File: src/rtl/dmar_pkg.sv
package dmar_pkg;

    localparam int CH_BYTES = 8;
    localparam int CH_SHIFT = $clog2(CH_BYTES);
    localparam int PTR_W    = 32;

    localparam logic [2:0] OFF_CTL = 3'd0;
    localparam logic [2:0] OFF_ST  = 3'd2;
    localparam logic [2:0] OFF_PTR = 3'd4;

    localparam int CTL_RUN = 0;
    localparam int CTL_DIR = 3;
    localparam int ST_ACT  = 0;
    localparam int ST_ERR  = 1;
    localparam int ST_IRQ  = 2;
    localparam int ST_CAP0 = 5;
    localparam int ST_CAP1 = 6;

    typedef enum logic [1:0] {
        SZ_BYTE = 2'd0,
        SZ_HALF = 2'd1,
        SZ_WORD = 2'd2,
        SZ_RSVD = 2'd3
    } acc_size_e;

    typedef struct packed {
        logic             run;
        logic             dir;
        logic             act;
        logic             err;
        logic             irq;
        logic             cap0;
        logic             cap1;
        logic [PTR_W-1:0] ptr;
        logic             start;
        logic             stop;
    } chan_state_t;

    typedef struct packed {
        logic        rd_valid;
        logic [31:0] rd_data;
        logic        size_err;
    } bus_state_t;

    function automatic logic [7:0] ctl_image(chan_state_t s);
        logic [7:0] b;
        b          = 8'h00;
        b[CTL_RUN] = s.run;
        b[CTL_DIR] = s.dir;
        return b;
    endfunction

    function automatic logic [7:0] st_image(chan_state_t s);
        logic [7:0] b;
        b          = 8'h00;
        b[ST_ACT]  = s.act;
        b[ST_ERR]  = s.err;
        b[ST_IRQ]  = s.irq;
        b[ST_CAP0] = s.cap0;
        b[ST_CAP1] = s.cap1;
        return b;
    endfunction

endpackage

File: src/rtl/dmar_decode.sv
module dmar_decode
    import dmar_pkg::*;
#(
    parameter int NUM_CH = 2,
    parameter int ADDR_W = 4,
    parameter int CHW    = 1
) (
    input  logic              req_valid,
    input  logic              req_write,
    input  logic [ADDR_W-1:0] req_addr,
    input  logic [1:0]        req_size,
    input  logic              io_en,
    input  logic              bm_en,
    output logic [CHW-1:0]    chan,
    output logic              wr_ctl,
    output logic              wr_st,
    output logic              wr_ptr,
    output logic              rd_ok,
    output logic              rd_bad,
    output logic              wr_bad
);

    logic [2:0] off;
    logic       chan_ok;
    logic       acc_rd;
    logic       acc_wr;
    logic       legal_rd;
    logic       legal_wr;

    always_comb begin
        off     = req_addr[2:0];
        chan    = req_addr[ADDR_W-1:CH_SHIFT];
        chan_ok = (int'(chan) < NUM_CH);
        acc_rd  = req_valid && io_en && !req_write;
        acc_wr  = req_valid && io_en && bm_en && req_write;

        unique case (acc_size_e'(req_size))
            SZ_BYTE: legal_rd = 1'b1;
            SZ_HALF: legal_rd = !off[0];
            SZ_WORD: legal_rd = (off[1:0] == 2'b00);
            default: legal_rd = 1'b0;
        endcase

        case (off)
            OFF_CTL, OFF_ST, 3'd1, 3'd3: legal_wr = (acc_size_e'(req_size) == SZ_BYTE);
            OFF_PTR:                     legal_wr = (acc_size_e'(req_size) == SZ_WORD);
            default:                     legal_wr = 1'b0;
        endcase

        rd_ok  = acc_rd && legal_rd && chan_ok;
        rd_bad = acc_rd && !(legal_rd && chan_ok);
        wr_bad = acc_wr && !(legal_wr && chan_ok);
        wr_ctl = acc_wr && legal_wr && chan_ok && (off == OFF_CTL);
        wr_st  = acc_wr && legal_wr && chan_ok && (off == OFF_ST);
        wr_ptr = acc_wr && legal_wr && chan_ok && (off == OFF_PTR);
    end

endmodule

File: src/rtl/dmar_chan.sv
module dmar_chan
    import dmar_pkg::*;
(
    input  logic             clk,
    input  logic             rst_n,
    input  logic             wr_ctl,
    input  logic             wr_st,
    input  logic             wr_ptr,
    input  logic [7:0]       wbyte,
    input  logic [PTR_W-1:0] wword,
    input  logic             err_set,
    input  logic             irq_set,
    output logic [7:0]       ctl_o,
    output logic [7:0]       st_o,
    output logic [PTR_W-1:0] ptr_o,
    output logic             start_o,
    output logic             stop_o
);

    chan_state_t s_d, s_q;

    always_comb begin
        s_d       = s_q;
        s_d.start = 1'b0;
        s_d.stop  = 1'b0;

        if (wr_ctl) begin
            if (!s_q.run && wbyte[CTL_RUN]) begin
                s_d.act   = 1'b1;
                s_d.start = 1'b1;
            end else if (s_q.run && !wbyte[CTL_RUN]) begin
                s_d.act  = 1'b0;
                s_d.stop = 1'b1;
            end
            s_d.run = wbyte[CTL_RUN];
            if (!s_q.run) begin
                s_d.dir = wbyte[CTL_DIR];
            end
        end

        if (wr_st) begin
            if (wbyte[ST_ERR]) s_d.err = 1'b0;
            if (wbyte[ST_IRQ]) s_d.irq = 1'b0;
            s_d.cap0 = wbyte[ST_CAP0];
            s_d.cap1 = wbyte[ST_CAP1];
        end

        if (wr_ptr) begin
            s_d.ptr = {wword[PTR_W-1:2], 2'b00};
        end

        if (err_set) s_d.err = 1'b1;
        if (irq_set) s_d.irq = 1'b1;
    end

    always_ff @(posedge clk) begin
        if (!rst_n) begin
            s_q      <= '0;
            s_q.cap0 <= 1'b1;
            s_q.cap1 <= 1'b1;
        end else begin
            s_q <= s_d;
        end
    end

    assign ctl_o   = ctl_image(s_q);
    assign st_o    = st_image(s_q);
    assign ptr_o   = s_q.ptr;
    assign start_o = s_q.start;
    assign stop_o  = s_q.stop;

    a_r3_start_sets_active: assert property (@(posedge clk) disable iff (!rst_n)
        (wr_ctl && !ctl_o[CTL_RUN] && wbyte[CTL_RUN]) |=> (start_o && st_o[ST_ACT]));

    a_r3_stop_clears_active: assert property (@(posedge clk) disable iff (!rst_n)
        (wr_ctl && ctl_o[CTL_RUN] && !wbyte[CTL_RUN]) |=> (stop_o && !st_o[ST_ACT]));

    a_r4_dir_locked: assert property (@(posedge clk) disable iff (!rst_n)
        (wr_ctl && ctl_o[CTL_RUN]) |=> (ctl_o[CTL_DIR] == $past(ctl_o[CTL_DIR])));

    a_r5_active_read_only: assert property (@(posedge clk) disable iff (!rst_n)
        (!wr_ctl) |=> (st_o[ST_ACT] == $past(st_o[ST_ACT])));

    a_r7_ptr_aligned: assert property (@(posedge clk) disable iff (!rst_n)
        ptr_o[1:0] == 2'b00);

    a_r11_set_wins: assert property (@(posedge clk) disable iff (!rst_n)
        err_set |=> st_o[ST_ERR]);

endmodule

File: src/rtl/dmar_regs.sv
module dmar_regs
    import dmar_pkg::*;
#(
    parameter int NUM_CH = 2
) (
    input  logic                                 clk,
    input  logic                                 rst_n,
    input  logic                                 io_en,
    input  logic                                 bm_en,
    input  logic                                 bus_valid,
    input  logic                                 bus_write,
    input  logic [$clog2(NUM_CH*CH_BYTES)-1:0]   bus_addr,
    input  logic [1:0]                           bus_size,
    input  logic [31:0]                          bus_wdata,
    input  logic [NUM_CH-1:0]                    dma_err_set,
    input  logic [NUM_CH-1:0]                    dma_irq_set,
    output logic                                 rd_valid,
    output logic [31:0]                          rd_data,
    output logic                                 size_err,
    output logic                                 dma_start,
    output logic                                 dma_stop,
    output logic [$clog2(NUM_CH)-1:0]            dma_chan,
    output logic [PTR_W-1:0]                     dma_ptr
);

    localparam int NUM_BYTES = NUM_CH * CH_BYTES;
    localparam int ADDR_W    = $clog2(NUM_BYTES);
    localparam int CHW       = $clog2(NUM_CH);

    logic [CHW-1:0] dec_chan;
    logic           dec_wr_ctl, dec_wr_st, dec_wr_ptr;
    logic           dec_rd_ok, dec_rd_bad, dec_wr_bad;

    logic [7:0]       ctl_v   [NUM_CH];
    logic [7:0]       st_v    [NUM_CH];
    logic [PTR_W-1:0] ptr_v   [NUM_CH];
    logic [NUM_CH-1:0] start_v;
    logic [NUM_CH-1:0] stop_v;

    logic [7:0]  win [NUM_BYTES];
    logic [31:0] rd_word;
    bus_state_t  b_d, b_q;

    dmar_decode #(
        .NUM_CH (NUM_CH),
        .ADDR_W (ADDR_W),
        .CHW    (CHW)
    ) u_decode (
        .req_valid (bus_valid),
        .req_write (bus_write),
        .req_addr  (bus_addr),
        .req_size  (bus_size),
        .io_en     (io_en),
        .bm_en     (bm_en),
        .chan      (dec_chan),
        .wr_ctl    (dec_wr_ctl),
        .wr_st     (dec_wr_st),
        .wr_ptr    (dec_wr_ptr),
        .rd_ok     (dec_rd_ok),
        .rd_bad    (dec_rd_bad),
        .wr_bad    (dec_wr_bad)
    );

    for (genvar c = 0; c < NUM_CH; c++) begin : g_chan
        logic hit;
        assign hit = (dec_chan == CHW'(c));

        dmar_chan u_chan (
            .clk     (clk),
            .rst_n   (rst_n),
            .wr_ctl  (dec_wr_ctl && hit),
            .wr_st   (dec_wr_st && hit),
            .wr_ptr  (dec_wr_ptr && hit),
            .wbyte   (bus_wdata[7:0]),
            .wword   (bus_wdata),
            .err_set (dma_err_set[c]),
            .irq_set (dma_irq_set[c]),
            .ctl_o   (ctl_v[c]),
            .st_o    (st_v[c]),
            .ptr_o   (ptr_v[c]),
            .start_o (start_v[c]),
            .stop_o  (stop_v[c])
        );

        assign win[c*CH_BYTES + 0] = ctl_v[c];
        assign win[c*CH_BYTES + 1] = 8'h00;
        assign win[c*CH_BYTES + 2] = st_v[c];
        assign win[c*CH_BYTES + 3] = 8'h00;
        for (genvar k = 0; k < 4; k++) begin : g_ptr_byte
            assign win[c*CH_BYTES + 4 + k] = ptr_v[c][8*k +: 8];
        end
    end

    always_comb begin
        int nbytes;
        rd_word = 32'h0;
        unique case (acc_size_e'(bus_size))
            SZ_BYTE: nbytes = 1;
            SZ_HALF: nbytes = 2;
            SZ_WORD: nbytes = 4;
            default: nbytes = 0;
        endcase
        for (int k = 0; k < 4; k++) begin
            int idx;
            idx = int'(bus_addr) + k;
            if (k < nbytes && idx < NUM_BYTES) begin
                rd_word[8*k +: 8] = win[idx];
            end
        end
    end

    always_comb begin
        b_d          = b_q;
        b_d.rd_valid = dec_rd_ok || dec_rd_bad;
        b_d.rd_data  = dec_rd_ok ? rd_word : 32'h0;
        b_d.size_err = b_q.size_err || dec_rd_bad || dec_wr_bad;
    end

    always_ff @(posedge clk) begin
        if (!rst_n) begin
            b_q <= '0;
        end else begin
            b_q <= b_d;
        end
    end

    always_comb begin
        dma_chan = '0;
        dma_ptr  = '0;
        for (int c = 0; c < NUM_CH; c++) begin
            if (start_v[c] || stop_v[c]) begin
                dma_chan = CHW'(c);
                dma_ptr  = ptr_v[c];
            end
        end
    end

    assign dma_start = |start_v;
    assign dma_stop  = |stop_v;
    assign rd_valid  = b_q.rd_valid;
    assign rd_data   = b_q.rd_data;
    assign size_err  = b_q.size_err;

    a_r12_error_sticky: assert property (@(posedge clk) disable iff (!rst_n)
        size_err |=> size_err);

    a_r12_bad_width_flags: assert property (@(posedge clk) disable iff (!rst_n)
        (dec_rd_bad || dec_wr_bad) |=> size_err);

    a_r8_no_event_without_bm: assert property (@(posedge clk) disable iff (!rst_n)
        (bus_valid && bus_write && !bm_en) |=> (!dma_start && !dma_stop));

    a_r9_no_read_without_io: assert property (@(posedge clk) disable iff (!rst_n)
        (!(bus_valid && io_en)) |=> !rd_valid);

    a_r3_single_event: assert property (@(posedge clk) disable iff (!rst_n)
        $onehot0({start_v, stop_v}));

endmodule

File: config.mk
export PLATFORM = sky130hd
export DESIGN_NAME = dmar_regs
export DESIGN_NICKNAME = d
export VERILOG_FILES = /design/src/rtl/dmar_pkg.sv /design/src/rtl/dmar_decode.sv /design/src/rtl/dmar_chan.sv /design/src/rtl/dmar_regs.sv
export SDC_FILE = /design/constraint.sdc
export NUM_CORES = 1
export LEC_CHECK = 0
export ABC_AREA = 1
export BUFFER_PORTS_ARGS = -buffer_cell sky130_fd_sc_hd__buf_2
export CORE_MARGIN = 2
export CORE_UTILIZATION = 50
export CTS_BUF_LIST = sky130_fd_sc_hd__clkbuf_4 sky130_fd_sc_hd__clkbuf_8
export DETAILED_ROUTE_END_ITERATION = 7
export PLACE_DENSITY = 0.74
export SYNTH_ARGS = -nofsm -noshare
export SYNTH_HDL_FRONTEND = slang
export SYNTH_HIERARCHICAL = 1
export SYNTH_SLANG_ARGS = --single-unit
File: constraint.sdc
create_clock -name clk -period 4.34 [get_ports clk]
set_clock_uncertainty 0.15 [all_clocks]
set_input_delay 0.651 -clock clk [delete_from_list [all_inputs] [get_ports clk]]
set_output_delay 0.651 -clock clk [all_outputs]
set_load 0.005 [all_outputs]
### After elaboration in Yosys (flattened, before gate mapping)

Cells that the tools add are included.

* bits in registers: 112
* latch bits: 0
* memory bits (writable): 0
* memory bits (read-only): 0
* output and inout bits: 69
* word-level logic and storage cells: 160
* memories: 0

* add/sub/neg operators: 3
* $mul: 0
* divide/modulo/power cells: 0
* magnitude comparators: 12
* equal/unequal tests: 6
* shift-type cells: 0
* multiplexer cells: 34
* bitwise operators: 10
* reduce and logical (&&, ||, !) cells: 69

Operators with widths (number)
* 8-bit binary-select mux with 4-bit select: 4
* 32-bit by 5-bit greater-or-equal comparator with 1-bit output (second input constant): 4
* 5-bit NOT with 32-bit output: 3
* 3-bit by 32-bit < comparator with 1-bit output (first input constant): 2
* 32-bit 2-to-1 mux: 2
* 8-bit 2-to-1 mux: 8
* 1-bit by 32-bit < comparator with 1-bit output (first input constant): 1
* 2-bit by 32-bit < comparator with 1-bit output (first input constant): 1
* 4-bit NOT with 32-bit output: 1
* 1-bit logical AND: 25
* 2-bit AND reduction: 10
* 2-bit nonzero test: 10
* 5-bit < comparator (second input constant): 3
* 1-bit 2-to-1 mux: 15
* 3-bit AND reduction: 4
* 4-bit by 2-bit adder with 5-bit output (second input constant): 2
* 3-bit one-hot mux with 3 select lines: 1
* 4-bit 2-to-1 mux: 2
* 1-bit zero test: 7
* 3-bit by 2-bit == test with 1-bit output (second input constant): 2
* 1-bit NOT: 6
* 3-bit OR reduction: 2
* 4-bit by 1-bit adder with 5-bit output (second input constant): 1
* 1-bit logical OR: 5
* 11 further kinds: 13

### Logic depth before layout (Yosys ltp)

* depth in word-level cells: 8
* gate-level depth with buffers: 14
* gate-level depth less buffers: 10

### Hierarchy

The synthesis kept the hierarchy.

By module, submodules not included
* dmar_regs: times used 1, cells each 1008, area each 5058.6 um2
* dmar_chan: times used 2, cells each 189, area each 1490.2 um2
* dmar_decode: times used 1, cells each 23, area each 120.1 um2

### Worst setup path after synthesis

Ideal clock, no wire load.

* path type: input port to flip-flop
* start point: in bus_addr[0]
* end point: reg b_q (netlist bit rd_data[24])
* setup time: 0.113 ns
* arrival: 2.109 ns
* required time: 4.077 ns
* slack: 1.969 ns
* cell stages on the path: 12
* buffers on the path: 5
* path through: buf_6 > inv_4 > buf_8 > buf_6 > ha_1 > buf_2 > buf_1 > nand3_1 > nand3_1 > nand3_1 > nand2_1 > nor2_1

* longest elaborated chain between the ends: 5
* elaborated cells on any way between the ends: 12
* those cells by class: add/sub (1); order compare (1); mux (4); bitwise (1); reduce/logical (5)

RTL lines
* start, declared: RTL line dmar_regs.sv:12 `input logic [$clog2(NUM_CH*CH_BYTES)-1:0] bus_addr,`
* 4-bit by 2-bit adder with 5-bit output: RTL line dmar_regs.sv:105 `idx = int'(bus_addr) + k;`
* 5-bit NOT with 32-bit output (implied by the code): RTL line dmar_regs.sv:107 `rd_word[8*k +: 8] = win[idx];`
* 8-bit binary-select mux with 4-bit select: RTL line dmar_regs.sv:107
* 8-bit 2-to-1 mux (implied by the code) (2 in a row): RTL line dmar_regs.sv:107
* end signal, assigned: RTL line dmar_regs.sv:121 `b_q <= '0;`
* end signal, assigned: RTL line dmar_regs.sv:123 `b_q <= b_d;`
* end, declared: RTL line dmar_regs.sv:42 `bus_state_t b_d, b_q;`

Parallel ways exist; a longest one is shown, timed or not. The select of a mux whose other input is x is not followed.
A chain may end at the register's enable or synchronous reset.

### Worst setup path after layout

* start point: reg g_chan[1].u_chan.s_q (netlist bit g_chan[1].u_chan/start_o)
* end point: out dma_ptr[25]

* longest elaborated chain between the ends: 2

RTL lines
* start, declared: RTL line dmar_chan.sv:20 `chan_state_t s_d, s_q;`
* 1-bit logical OR: RTL line dmar_regs.sv:131 `if (start_v[c] || stop_v[c]) begin`
* 32-bit 2-to-1 mux: RTL line dmar_regs.sv:131
* end, declared: RTL line dmar_regs.sv:23 `output logic [PTR_W-1:0] dma_ptr`

Every way passes these cells.

==> qor.txt <==
Clock power frac: 30.6%
drt initial violations: 1446
setup bufs post-CTS: 0
Initial Util: 51.2%
GRT Resource Usage Total: 33.5%
flop2flop setup slack: 2.87 ns
Inst Count DP: 1654
Final #Nets: 1507
DP Area: 8420 um2
Leak: 4.50 nW
total gr overflow: 0
Slew @ Worst Pin: 1.11 ns
hold depth: 3
Seq pwr share: 47.8%
first-pass GRT wire length: 45700 um
r2r worst-path depth: 6
row count: 46
Synth Register Bits: 112
post-route insts no fill: 1670
Fin. Hold Viols: 0
Clock Root Buffer: clkbuf_8
Final Cycle Share: 71.9%
Clock Latency Late Sink: 0.41 ns
library cells used by synthesis: 28
startpoint types: flip-flop
# DRC: 0
via count: 9603
Buf+Inv Stages, Crit Path: 3
critical path peak fanout: 33
Internal Power: 1.46 mW
power per cell area: 252 nW/um2
sequential fraction of the synthesis area: 27.5%
Synth area leader: dfxtp_1
Die Footprint: 17400 um2
total wire length: 29900 um
Final Max Slew Viols: 0
synthesized area: 8160 um2
DRT Pass-1 Iters: 6
CTS Buf Count: 9
Clock Sinks: 112
Critical R2R Capture: rd_data[7]
Die Wd: 132 um
Synth area leaders: dfxtp_1 27%, nand3_1 22%, nand2_1 21%
initial antenna violation count: 0
via-per-instance ratio: 5.75
Crit Path Category: flip-flop to output pin
ANT nets after route: 0
Comb pwr share: 21.6%
IO Port Bufs: 114
hold path endpoint: g_chan[1].u_chan/ptr_o[11]
CTS tree: built
Core Area: 15900 um2
WL per Instance: 17.9 um
Setup Viol. Count Final: 0
Die Y: 132 um
GPL Wtd Cong: 1.00
RR Startpoint: g_chan[1].u_chan/ptr_o[31]
post-route cell area: 8620 um2
Mean Syn Cell Area: 5.79 um2
Max Cap Violations: 0
clock tree buffer depth: 2
most common cell after layout, fill and taps aside: nand2_1
CP delay by family, top: buffers and inverters
minimum clock period: 3.12 ns
area delta synth->final: 5.70%
Yosys top cell area share: 27.5%
I/O Pins: 117
sw power: 0.716 mW
HPWL Detailed: 21700 um
Power, Total: 2.17 mW
share of cells above drive strength 1: 11.4%
Max-slew headroom: 26.1%
RSZ-0062 raised after global routing: false
Max stage delay on crit path: 0.86 ns
dpl ws: 1.17 ns
Yosys warning count: 6
number of global-route vias before repair: 8191
ANT cells: 0
post-cts sizing count: 0
final setup margin: 1.22 ns
Fmax: 321 MHz
worst path required time: 3.54 ns
H-tree Lvls: 3
crit-path cells: nor2_2, buf_4, inv_1, nand2_1, nand2_1, buf_2
Setup TNS: 0 ns
worst hold margin: 0.318 ns
Post-Synthesis Cells: 1409
cell mode on critical path: nand2_1
most frequent cells in the layout: 463 x nand2_1, 354 x nand3_1, 203 x nor2_1, 113 x buf_2, 112 x dfxtp_1
post-layout util: 54.1%
slowest CP cell: inv_1
clock-pin slew on the worst setup and hold paths: 0.12 ns
largest net degree at the start of global routing: 111
Min-Delay Path Class: input pin to flip-flop
Critical Path AT: 2.32 ns
min-delay src: bus_wdata[11]
Crit. End Element: output pin
worst vdd ir: 138 uV
outcome: completed
Sw Share: 32.9%
Filler cells: 1739
cts hold-fix bufs: 0
[worst register-to-register path, cell delays in order (launching register included)]
cell and delay [ns]:
dfxtp_1 0.45, nand2_1 0.13, nand3_1 0.14, nand3_1 0.18
nand3_1 0.16, nand2_1 0.06, nor2_1 0.11
[worst max-delay path by stage]
stage	from	end	depth (start not counted)
finish	g_chan[1].u_chan/start_o	dma_ptr[25]	6
global route	g_chan[1].u_chan/start_o	dma_ptr[15]	6
CTS	g_chan[1].u_chan/start_o	dma_ptr[6]	6
detailed placement	bus_addr[1]	rd_data[14]	12
global placement	bus_addr[1]	rd_data[14]	12
floorplan	bus_addr[0]	rd_data[24]	12
[per-layer routing]
layer  global-route usage, %  share of wire (%)
met3                    5.31                9.6
met2                    51.6                 44
met4                    16.6                5.1
met5                       0                  0
met1                    45.7                 41
[logic make-up after synthesis]
group | synth area share (%)
AO/OA/AOI/OAI | 5.81
other | 0.0920
flip-flops | 27.5
buffers and inverters | 11.8
adder cells (fa/ha/maj) | 1.53
AND/OR/NAND/NOR | 53.3
[state kept, by name, indices dropped and copies added, names as in the netlist]
signal                 count
g_chan.u_chan/ptr_o       60
rd_data                   32
g_chan.u_chan/st_o        10
g_chan.u_chan/ctl_o        4
g_chan.u_chan/start_o      2
g_chan.u_chan/stop_o       2
rd_valid                   1
size_err                   1
[final cells by class]
class,instances,area [um2],share of cell area [%]
clock buffers,10,131,1.52
clock inverters,6,75.1,0.870
inverters,46,175,2.03
multi-input cells,1153,5030,58.4
flip-flops and latches,112,2240,26.0
well taps,216,270,3.13
repair buffers,127,696,8.07
[synth_stat cells, drive strengths merged]
master	count
a21boi	1
or2	4
ha	10
nand2	467
a21oi	22
dfxtp	112
nor2	205
clkbuf	19
o21ai	65
conb	2
nand3	355
buf	99
nor2b	1
a211oi	1
inv	46
[power groups by stage]
stage | logic (mW) | clock network [mW] | registers, mW
5_1_grt | 0.516 | 0.721 | 1.04
2_1_floorplan | 0.366 | 0 | 1.06
6_report | 0.470 | 0.664 | 1.04
4_1_cts | 0.448 | 0.676 | 1.04
3_3_place_gp | 0.445 | 0 | 1.06
3_5_place_dp | 0.446 | 0 | 1.06
Power figures use the tool's default switching activity.
